<file path="src/rtl/spi_regif_pkg.sv">
// Package: shared constants and types for the serial register port.
// Assumes a fixed 24-bit frame: 8-bit command byte then 16-bit data.
package spi_regif_pkg;

    localparam int CMD_BITS   = 8;
    localparam int DATA_BITS  = 16;
    localparam int FRAME_BITS = CMD_BITS + DATA_BITS;
    localparam int ADDR_BITS  = 6;

    typedef enum logic [1:0] {
        OP_WRITE    = 2'b00,
        OP_READ     = 2'b01,
        OP_READ_CLR = 2'b10,
        OP_READ_ID  = 2'b11
    } op_e;

    localparam logic [ADDR_BITS-1:0] ADDR_CTRL = 6'h01;
    localparam logic [ADDR_BITS-1:0] ADDR_CFG  = 6'h02;
    localparam logic [ADDR_BITS-1:0] ADDR_STAT = 6'h10;

    typedef struct packed {
        logic       gfault;
        logic       frame_err;
        logic [1:0] rsv_hi;
        logic       tsd;
        logic       uov_oc;
        logic       not_ready;
        logic       rsv_lo;
    } stat_byte_t;

endpackage

</file>
<file path="src/rtl/spi_regif_sync.sv">
// Module: multi-stage flop synchroniser for asynchronous pins.
// Assumes each input changes slowly relative to clk; RST_VAL sets the reset level.
module spi_regif_sync #(
    parameter int               WIDTH   = 1,
    parameter int               STAGES  = 2,
    parameter logic [WIDTH-1:0] RST_VAL = '0
) (
    input  logic             clk,
    input  logic             rst_n,
    input  logic [WIDTH-1:0] d,
    output logic [WIDTH-1:0] q
);

    logic [WIDTH-1:0] stage [STAGES];

    for (genvar s = 0; s < STAGES; s++) begin : g_stage
        if (s == 0) begin : g_first
            // First stage: capture the asynchronous pins
            always_ff @(posedge clk) begin
                if (!rst_n) stage[0] <= RST_VAL;
                else        stage[0] <= d;
            end
        end else begin : g_next
            // Later stages: settle the captured value
            always_ff @(posedge clk) begin
                if (!rst_n) stage[s] <= RST_VAL;
                else        stage[s] <= stage[s-1];
            end
        end
    end

    assign q = stage[STAGES-1];

endmodule

</file>
<file path="src/rtl/spi_regif_frame.sv">
// Module: frame engine. Detects serial clock and select edges on synchronised
// pins, shifts in the command and data, and drives the response bit stream.
// Assumes SCLK idles low, input sampled on rising edges, output changed on falling.
module spi_regif_frame
    import spi_regif_pkg::*;
(
    input  logic                 clk,
    input  logic                 rst_n,
    input  logic                 csn_s,
    input  logic                 sclk_s,
    input  logic                 sdi_s,
    input  logic                 gfault_i,
    input  logic [CMD_BITS-1:0]  stat_byte_i,
    input  logic [DATA_BITS-1:0] rd_data_i,
    output logic [CMD_BITS-1:0]  cmd_o,
    output logic [DATA_BITS-1:0] wdata_o,
    output logic                 commit_o,
    output logic                 abort_o,
    output logic                 sdo_o,
    output logic                 sdo_en_o
);

    localparam int CNT_W = $clog2(FRAME_BITS + 2);
    localparam logic [CNT_W-1:0] RISE_MAX = CNT_W'(FRAME_BITS + 1);
    localparam logic [CNT_W-1:0] FALL_MAX = CNT_W'(FRAME_BITS);
    localparam logic [CNT_W-1:0] CMD_LAST = CNT_W'(CMD_BITS - 1);
    localparam logic [CNT_W-1:0] FULL_CNT = CNT_W'(FRAME_BITS);

    logic                  sclk_q, csn_q;
    logic                  sclk_rise, sclk_fall, csn_fall, csn_rise;
    logic [CNT_W-1:0]      rise_cnt, fall_cnt;
    logic [DATA_BITS-1:0]  rx_sr;
    logic [CMD_BITS-1:0]   cmd_q;
    logic                  cmd_done;
    logic                  loaded;
    logic [CMD_BITS-1:0]   stat_snap;
    logic [DATA_BITS-1:0]  data_snap;
    logic [FRAME_BITS-1:0] tx_word;

    // Previous-cycle copies for edge detection
    always_ff @(posedge clk) begin
        if (!rst_n) begin
            sclk_q <= 1'b0;
            csn_q  <= 1'b1;
        end else begin
            sclk_q <= sclk_s;
            csn_q  <= csn_s;
        end
    end

    assign sclk_rise = sclk_s & ~sclk_q & ~csn_s;
    assign sclk_fall = ~sclk_s & sclk_q & ~csn_s;
    assign csn_fall  = ~csn_s & csn_q;
    assign csn_rise  = csn_s & ~csn_q;

    // Receive path: bit counting, command capture and data shift
    always_ff @(posedge clk) begin
        if (!rst_n) begin
            rise_cnt <= '0;
            rx_sr    <= '0;
            cmd_q    <= '0;
            cmd_done <= 1'b0;
        end else begin
            cmd_done <= 1'b0;
            if (csn_fall) begin
                rise_cnt <= '0;
            end else if (sclk_rise) begin
                rx_sr <= {rx_sr[DATA_BITS-2:0], sdi_s};
                if (rise_cnt != RISE_MAX) rise_cnt <= rise_cnt + 1'b1;
                if (rise_cnt == CMD_LAST) begin
                    cmd_q    <= {rx_sr[CMD_BITS-2:0], sdi_s};
                    cmd_done <= 1'b1;
                end
            end
        end
    end

    // Transmit path: header snapshot, response snapshot, output bit pointer
    always_ff @(posedge clk) begin
        if (!rst_n) begin
            fall_cnt  <= '0;
            loaded    <= 1'b0;
            stat_snap <= '0;
            data_snap <= '0;
        end else begin
            if (csn_fall) begin
                fall_cnt  <= '0;
                loaded    <= 1'b0;
                data_snap <= '0;
            end else begin
                if (sclk_rise && rise_cnt == '0) begin
                    stat_snap <= stat_byte_i;
                    loaded    <= 1'b1;
                end
                if (sclk_fall && fall_cnt != FALL_MAX) fall_cnt <= fall_cnt + 1'b1;
                if (cmd_done) data_snap <= rd_data_i;
            end
        end
    end

    assign tx_word = {stat_snap, data_snap};

    // Output bit select: live fault bit until the first clock, then the frame
    always_comb begin
        sdo_o = 1'b0;
        if (!loaded)                   sdo_o = gfault_i;
        else if (fall_cnt < FALL_MAX)  sdo_o = tx_word[FALL_MAX - 1'b1 - fall_cnt];
    end

    assign sdo_en_o = ~csn_s;
    assign cmd_o    = cmd_q;
    assign wdata_o  = rx_sr;
    assign commit_o = csn_rise && (rise_cnt == FULL_CNT);
    assign abort_o  = csn_rise && (rise_cnt != FULL_CNT);

endmodule

</file>
<file path="src/rtl/spi_regif_regs.sv">
// Module: register file. Holds control, configuration and the frame-error flag,
// builds the status header and selects the response word for a command.
// Assumes commit/abort are single-cycle pulses at the end of a frame.
module spi_regif_regs
    import spi_regif_pkg::*;
#(
    parameter logic [DATA_BITS-1:0]  CTRL_RESET = '0,
    parameter logic [DATA_BITS-1:0]  CFG_RESET  = '0,
    parameter int                    ID_COUNT   = 5,
    parameter logic [ID_COUNT*8-1:0] ID_BYTES   = 40'h4E_02_5A_C3_18
) (
    input  logic                 clk,
    input  logic                 rst_n,
    input  logic [CMD_BITS-1:0]  cmd_i,
    input  logic [DATA_BITS-1:0] wdata_i,
    input  logic                 commit_i,
    input  logic                 abort_i,
    input  logic                 tsd_i,
    input  logic                 uov_oc_i,
    input  logic                 not_ready_i,
    input  logic [DATA_BITS-1:0] status_word_i,
    output logic [DATA_BITS-1:0] rd_data_o,
    output logic [CMD_BITS-1:0]  stat_byte_o,
    output logic                 gfault_o,
    output logic                 frame_err_o,
    output logic [DATA_BITS-1:0] ctrl_o,
    output logic [DATA_BITS-1:0] cfg_o
);

    op_e                  op;
    logic [ADDR_BITS-1:0] addr;
    logic [7:0]           id_byte;
    stat_byte_t           stat;

    assign op   = op_e'(cmd_i[CMD_BITS-1 -: 2]);
    assign addr = cmd_i[ADDR_BITS-1:0];

    // Register updates on a completed frame; frame-error flag upkeep
    always_ff @(posedge clk) begin
        if (!rst_n) begin
            ctrl_o      <= CTRL_RESET;
            cfg_o       <= CFG_RESET;
            frame_err_o <= 1'b0;
        end else if (commit_i) begin
            if (op == OP_WRITE && addr == ADDR_CTRL) ctrl_o <= wdata_i;
            if (op == OP_WRITE && addr == ADDR_CFG)  cfg_o  <= wdata_i;
            if (op == OP_READ_CLR)                   frame_err_o <= 1'b0;
        end else if (abort_i) begin
            frame_err_o <= 1'b1;
        end
    end

    // Identification byte lookup
    always_comb begin
        id_byte = '0;
        for (int k = 0; k < ID_COUNT; k++) begin
            if (addr == ADDR_BITS'(k)) id_byte = ID_BYTES[8*k +: 8];
        end
    end

    // Response word selection by operation and address
    always_comb begin
        rd_data_o = '0;
        if (op == OP_READ_ID) begin
            rd_data_o = {id_byte, 8'h00};
        end else begin
            case (addr)
                ADDR_CTRL: rd_data_o = ctrl_o;
                ADDR_CFG:  rd_data_o = cfg_o;
                ADDR_STAT: rd_data_o = status_word_i;
                default:   rd_data_o = '0;
            endcase
        end
    end

    assign gfault_o = frame_err_o | tsd_i | uov_oc_i;

    // Status header assembly
    always_comb begin
        stat           = '0;
        stat.gfault    = gfault_o;
        stat.frame_err = frame_err_o;
        stat.tsd       = tsd_i;
        stat.uov_oc    = uov_oc_i;
        stat.not_ready = not_ready_i;
    end

    assign stat_byte_o = stat;

endmodule

</file>
<file path="src/rtl/spi_regif_top.sv">
// Module: top of the serial register port. Synchronises the serial pins,
// runs the frame engine and connects the register file.
// Assumes each serial clock phase spans at least four clk cycles.
module spi_regif_top
    import spi_regif_pkg::*;
#(
    parameter logic [15:0] CTRL_RESET = 16'h0000,
    parameter logic [15:0] CFG_RESET  = 16'h0000,
    parameter int          ID_COUNT   = 5,
    parameter logic [ID_COUNT*8-1:0] ID_BYTES = 40'h4E_02_5A_C3_18,
    parameter int          SYNC_STAGES = 2
) (
    input  logic        clk,
    input  logic        rst_n,
    input  logic        spi_csn_n,
    input  logic        spi_sclk,
    input  logic        spi_sdi,
    output logic        spi_sdo,
    output logic        spi_sdo_en,
    input  logic        tsd_i,
    input  logic        uov_oc_i,
    input  logic        not_ready_i,
    input  logic [15:0] status_word_i,
    output logic [15:0] ctrl_reg_o,
    output logic [15:0] cfg_reg_o
);

    logic                 csn_s, sclk_s, sdi_s;
    logic [CMD_BITS-1:0]  cmd;
    logic [DATA_BITS-1:0] wdata, rd_data;
    logic [CMD_BITS-1:0]  stat_byte;
    logic                 commit, abort, gfault, frame_err;

    spi_regif_sync #(.WIDTH(3), .STAGES(SYNC_STAGES), .RST_VAL(3'b100)) u_sync (
        .clk   (clk),
        .rst_n (rst_n),
        .d     ({spi_csn_n, spi_sclk, spi_sdi}),
        .q     ({csn_s, sclk_s, sdi_s})
    );

    spi_regif_frame u_frame (
        .clk         (clk),
        .rst_n       (rst_n),
        .csn_s       (csn_s),
        .sclk_s      (sclk_s),
        .sdi_s       (sdi_s),
        .gfault_i    (gfault),
        .stat_byte_i (stat_byte),
        .rd_data_i   (rd_data),
        .cmd_o       (cmd),
        .wdata_o     (wdata),
        .commit_o    (commit),
        .abort_o     (abort),
        .sdo_o       (spi_sdo),
        .sdo_en_o    (spi_sdo_en)
    );

    spi_regif_regs #(
        .CTRL_RESET (CTRL_RESET),
        .CFG_RESET  (CFG_RESET),
        .ID_COUNT   (ID_COUNT),
        .ID_BYTES   (ID_BYTES)
    ) u_regs (
        .clk           (clk),
        .rst_n         (rst_n),
        .cmd_i         (cmd),
        .wdata_i       (wdata),
        .commit_i      (commit),
        .abort_i       (abort),
        .tsd_i         (tsd_i),
        .uov_oc_i      (uov_oc_i),
        .not_ready_i   (not_ready_i),
        .status_word_i (status_word_i),
        .rd_data_o     (rd_data),
        .stat_byte_o   (stat_byte),
        .gfault_o      (gfault),
        .frame_err_o   (frame_err),
        .ctrl_o        (ctrl_reg_o),
        .cfg_o         (cfg_reg_o)
    );

endmodule

</file>
<file path="config.mk">
export PLATFORM = sky130hd
export DESIGN_NAME = spi_regif_top
export DESIGN_NICKNAME = d
export VERILOG_FILES = /design/src/rtl/spi_regif_pkg.sv /design/src/rtl/spi_regif_sync.sv /design/src/rtl/spi_regif_frame.sv /design/src/rtl/spi_regif_regs.sv /design/src/rtl/spi_regif_top.sv
export SDC_FILE = /design/constraint.sdc
export NUM_CORES = 1
export LEC_CHECK = 0
export CAP_MARGIN = 30
export CORE_MARGIN = 4
export CORE_UTILIZATION = 41
export DETAILED_ROUTE_END_ITERATION = 10
export DONT_BUFFER_PORTS = 1
export MAX_ROUTING_LAYER = met4
export SLEW_MARGIN = 10
export SYNTH_ARGS = -nofsm -noshare
export SYNTH_HDL_FRONTEND = slang
export SYNTH_SLANG_ARGS = --single-unit
</file>
<file path="constraint.sdc">
create_clock -name clk -period 3.5 [get_ports clk]
set_input_delay 0.7 -clock clk [delete_from_list [all_inputs] [get_ports clk]]
set_output_delay 0.7 -clock clk [all_outputs]
set_load 0.005 [all_outputs]
</file>
# After elaboration in Yosys (flattened, before gate mapping)
# Memory sizes are Yosys's and may differ from the RTL's.
# Cells that the tools add are included.
[totals]
inputBits = 24
mem_bits_ro = 0
ram_bits = 6
ff_bits = 92
output_inout_bits = 34
latchBits = 0
memories = 1
wordCells = 87
[op_classes]
div_mod_pow = 0
mul = 0
reduce_logical = 19
n_bitwise = 17
order_cmp = 2
add_sub_neg = 3
shifts = 0
n_mux = 19
n_eq_ne = 13
[mem_list]
columns = ["memory", "words", "word_bits", "read_ports", "rd_clocked_by_memory_dff", "wr", "line", "source"]
rows = [
  ["u_sync.stage", 2, 3, 2, 0, 2, "spi_regif_sync.sv:14", "logic [WIDTH-1:0] stage [STAGES];"],
]
[op_table]
columns = ["cell", "n"]
rows = [
  ["case mux 16 bit (3 select lines)", 1],
  ["2-to-1 mux 8 bit", 4],
  ["2-to-1 mux 16 bit", 1],
  ["!= test 5 bit (second input constant)", 3],
  ["equality test 6 x 2 -> 1 bit (second input constant)", 2],
  ["AND reduction 2 bit", 6],
  ["adder 5 x 1 -> 5 bit (second input constant)", 2],
  ["2-to-1 mux 1 bit", 9],
  ["inverter 1 bit", 7],
  ["AND 1 bit", 6],
  ["equality test 6 x 1 -> 1 bit (second input constant)", 1],
  ["equality test 6 x 3 -> 1 bit (second input constant)", 1],
  ["equality test 6 x 5 -> 1 bit (second input constant)", 1],
  ["logical AND 1 bit", 6],
  ["logical NOT 6 bit", 1],
  ["< comparator 5 x 6 -> 1 bit (second input constant)", 1],
  ["2-to-1 mux 3 bit", 2],
  ["binary-select mux 1 bit (select 5 bit)", 1],
  ["equality test 5 x 3 -> 1 bit (second input constant)", 1],
  ["equality test 5 bit (second input constant)", 1],
  ["logical NOT 5 bit", 1],
  ["< comparator 5 bit (second input constant)", 1],
  ["2-to-1 mux 5 bit", 1],
  ["subtractor 5 bit (first input constant)", 1],
  ["other kinds (8)", 12],
]

# Logic depth before layout (Yosys ltp)
[logic_depth]
depth_word = 7
ltp_mapped = 7
mapped_depth_nobuf = 6

# Cells and area by module
# Synthesis repeated with hierarchy kept, for this count alone.
[hier_totals]
cells_unflattened = 516
hier_area_um2 = 4575.6
[modules_own_cells]
columns = ["mod", "seq_area_each_um2", "area_each_um2", "instances", "cells_per_inst"]
rows = [
  ["spi_regif_frame", 1241.2, 2598.7, 1, 280],
  ["spi_regif_regs", 660.6, 1819.2, 1, 224],
  ["spi_regif_sync", 120.1, 157.7, 1, 12],
]

# Least setup slack after synthesis
# Ideal clock, no wire load.
[synth_path]
path_kind = "reg-to-output"
from = "reg u_frame.fall_cnt[0]"
to = "out spi_sdo"
n_path_buf = 1
stages_incl_launch_ff = 6
required_time_ns = 2.800
path_slack_ns = 1.040
t_arrival_ns = 1.760
cell_sequence = "dfxtp_1 -> clkbuf_1 -> mux4_2 -> or4bb_1 -> nand4_1 -> o32ai_1"
[synth_via]
elab_chain_len = 5
elab_cells_between_ends = 6
classes_between = "add/sub (1); order compare (1); mux (4)"
[synth_lines]
columns = ["item", "line", "source"]
rows = [
  ["start, declared", "spi_regif_frame.sv:31", "logic [CNT_W-1:0] rise_cnt, fall_cnt;"],
  ["start signal, assigned", "spi_regif_frame.sv:95", "if (sclk_fall && fall_cnt != FALL_MAX) fall_cnt <= fall_cnt + 1'b1;"],
  ["subtractor 5 bit", "spi_regif_frame.sv:107", "else if (fall_cnt < FALL_MAX) sdo_o = tx_word[FALL_MAX - 1'b1 - fall_cnt];"],
  ["binary-select mux 1 bit (select 5 bit)", "spi_regif_frame.sv:107", ""],
  ["2-to-1 mux 1 bit (not written as such)", "spi_regif_frame.sv:107", ""],
  ["2-to-1 mux 1 bit (*)", "spi_regif_frame.sv:107", ""],
  ["2-to-1 mux 1 bit (*)", "spi_regif_frame.sv:106", "if (!loaded) sdo_o = gfault_i;"],
  ["end, declared", "spi_regif_top.sv:18", "output logic spi_sdo,"],
]
# Mark *: on every way between the ends. The rest lies on a longest branch, timed or not. The select of a mux whose other input is x is not followed.

# Worst setup path in the final report
# Same ends and word-level chain as after synthesis.

==> run metrics <==
placed cell count=580; post-synthesis net count=around 500; Die Width=~110 um; Die Ht=roughly 110 um; DR WL/cell=around 19 um; top post-synthesis cells by area=dfxtp_1, nand2_1, a21boi_2; cell area after synthesis=0.004408 mm2; total track usage=0.1892; TritonCTS Buffers=9; worst hold stages=1; part of the power in the clock network=0.380; Reg2Reg Depth=4; Diodes inserted=0; GPL Wtd Cong=~0.82; switching fraction of total power=0.2421; NetSw=about 450 uW; Final period util=0.8114; Via Count=~3400; Final ANT Viol Nets=0; FF-to-FF setup slack=approximately 1.2 ns; CP arrival=roughly 2.1 ns; Mean Syn Cell Area=between 9 and 10 um2; largest net degree at the start of global routing=67; Initial Utilization=0.4232; reg2reg end=u_frame.cmd_o[2]; antenna violations before repair=0; Max VDD drop=~230 uV; top cells by count, synth=nand2_1, dfxtp_1, clkbuf_1, a21boi_2, a21boi_0; CTS H-tree depth=3; Worst-Margin Slew=~0.73 ns; Hold Path End=u_sync.stage[0][2]; Core ar.=0.01042 mm2; Post-DP HPWL=7890 um; Die ar.=0.01247 mm2; Crit-path slowest cell=dfxtp_1; Max Clock Freq=352.1 MHz; Hold-fix buffers, CTS=0; worst-path cell chain=mux4_2 > or4bb_1 > nand4_1 > o32ai_1; Post-CTS Resized=0; number of enable flip-flop cells after synthesis=0; Gate Count Post-Synth=around 480; Yosys Warn Count=0; Clock Tree Root=clkbuf_8; Max-cap violations=0; Final min period=~2.8 ns; CTS tree=done; Slew HR=0.5128; Sum Neg Setup Slack=0 ns; final core occ=0.4448; total clock sinks=between 90 and 100; Hold Violations, Final=0; Clock Latency Late Sink=around 0.37 ns; internal power=around 1400 uW; min-delay src=rst_n; initial drt markers=between 400 and 500; Placement Rows=37; startpoint types=register; post-synth top area cell=dfxtp_1; register area share after synthesis=0.4451; grt ovf=0; Pre-Repair DR Iteration Count=6; Max stage delay on crit path=0.54 ns; Synth Register Bits=98; post-synth cell types=54; CTS max path bufs=2; most frequent cell after synthesis=nand2_1; Pleak=approximately 0.0015 uW; HP Class=in2reg; PortBufs=0; crit path kind=reg2out; first-pass GRT wire length=roughly 18000 um; skew final=around 0.013 ns; worst-path fanout max=8; WL final=11310 um; final worst slack=0.6600 ns; DP Worst Slack=1.033 ns; Critical Path End Type=output port; Ports=58; Via density=5.706; Final #Nets=just under 500; Critical R2R Launch=u_sync.stage[1][2]; fin cells=596; clock slew at reported path FFs=0.10 ns; area fraction of the dominant cell type after synthesis=0.4451; Async S/R FF share, synth=0; detailed-route DRC error count=0; outcome=completed; share of cells above drive strength 1=0.1174; max-slew violation count=0; Post-CTS Setup Bufs=0; Final Setup Violations=0; top_reg_cell synth=dfxtp_1; Area Growth Syn to Fin=5.109%; vias in the first global route=3328; unrepaired setup endpoints after global routing=false; pwr/cell area=400.8 mW/mm2; part of the power in registers=0.604; Comb power frac=0.016; Worst EP required=between 2 and 3 ns
worst max-delay path: cells and delay by family, from the launching register on:
kind | cells | cell delay [ns]
AOI/OAI and AO/OA | 1 | 0.12
muxes | 1 | 0.54
DFF | 1 | 0.54
and+or+nand+nor | 2 | 0.58
area by class of cell:
cell class                      instances  area, um2
Tap cell                              136      170.2
Inverter                                7      26.28
Fill cell                            1032       5783
Clock buffer                            9      123.9
Multi-Input combinational cell        333       2245
Timing Repair Buffer                    6      45.04
Sequential cell                        98       1962
Clock inverter                          7      61.31
stage by stage:
| step | area [um2] | power [uW] | hold WS [ns] |
|---|---|---|---|
| 6_report | 4633 | 1857 | 0.4068 |
| 5_1_grt | 4633 | 1923 | 0.4027 |
| 4_1_cts | 4633 | 1877 | 0.4013 |
| 3_5_place_dp | 4448 | 1179 | 0.4220 |
| 3_3_place_gp | 4448 | 1178 | 0.4254 |
| 2_1_floorplan | 4408 | 1180 | 0.3863 |
cell usage in the layout, fill, tap and decap left out, types with 4 or more instances in the layout:
cell / netlist / final
a21boi_0: 17 / 17
buf_4: 0 / 6
a222oi_1: 10 / 10
a221oi_1: 5 / 5
a22o_1: 9 / 9
o2bb2ai_1: 11 / 11
a21boi_1: 12 / 12
o211ai_1: 4 / 4
dfxtp_1: 98 / 98
xor2_1: 7 / 7
a21boi_2: 20 / 20
nor2_1: 14 / 14
inv_1: 7 / 7
nand3_1: 5 / 5
nor2b_1: 9 / 9
nand2_1: 109 / 109
mux2i_1: 8 / 8
a21oi_1: 11 / 11
ha_1: 6 / 6
nand4_1: 10 / 10
o21ai_0: 6 / 6
clkbuf_8: 0 / 9
and2_1: 8 / 8
nand2b_1: 5 / 5
metal layers:
layer	routed length, um	GRT usage
met5	0	-
met4	174	0.04704
met3	766	0.05652
met1	5270	0.2502
met2	5100	0.2850
how the worst max path moves through the flow:
stage                                   start  endpoint  slack, ns  cells after the start
after detailed placement  u_frame.fall_cnt[0]   spi_sdo       1.03                      4
final                     u_frame.fall_cnt[0]   spi_sdo       0.66                      4
after global routing      u_frame.fall_cnt[0]   spi_sdo       0.50                      4
after floorplan           u_frame.fall_cnt[0]   spi_sdo       1.04                      5
after global placement    u_frame.fall_cnt[0]   spi_sdo       1.08                      4
after CTS                 u_frame.fall_cnt[0]   spi_sdo       0.62                      4
power by group through the flow:
stage | Sequential (uW) | Combinational, uW | Clock [uW]
after detailed placement | 1150 | 30.4 | 0
after global routing | 1120 | 33.1 | 766
final | 1120 | 30.0 | 705
after CTS | 1120 | 30.5 | 724
after global placement | 1150 | 30.6 | 0
after floorplan | 1150 | 33.4 | 0
kinds of logic (layout without fill, tap and decap cells):
family | Yosys count | count (layout) | synth area share
AOI/OAI and AO/OA | 118 | 118 | 0.2234
xor gates and xnor gates | 9 | 9 | 0.01788
adders and majority gates | 6 | 6 | 0.01703
buffers and inverters | 44 | 29 | 0.04570
DFF | 98 | 98 | 0.4451
muxes | 11 | 11 | 0.03349
and+or+nand+nor | 189 | 189 | 0.2174
registers in the layout (all words and copies together) (netlist names):
register,count
u_frame.data_snap,16
u_frame.wdata_o,16
u_regs.cfg_o,16
u_regs.ctrl_o,16
u_frame.cmd_o,8
u_sync.stage,6
u_frame.fall_cnt,5
u_frame.rise_cnt,5
u_frame.stat_snap,5
u_frame.cmd_done,1
u_frame.csn_q,1
u_frame.loaded,1
u_frame.sclk_q,1
u_regs.frame_err_o,1
Note: power is estimated with default switching activity, not from simulation.
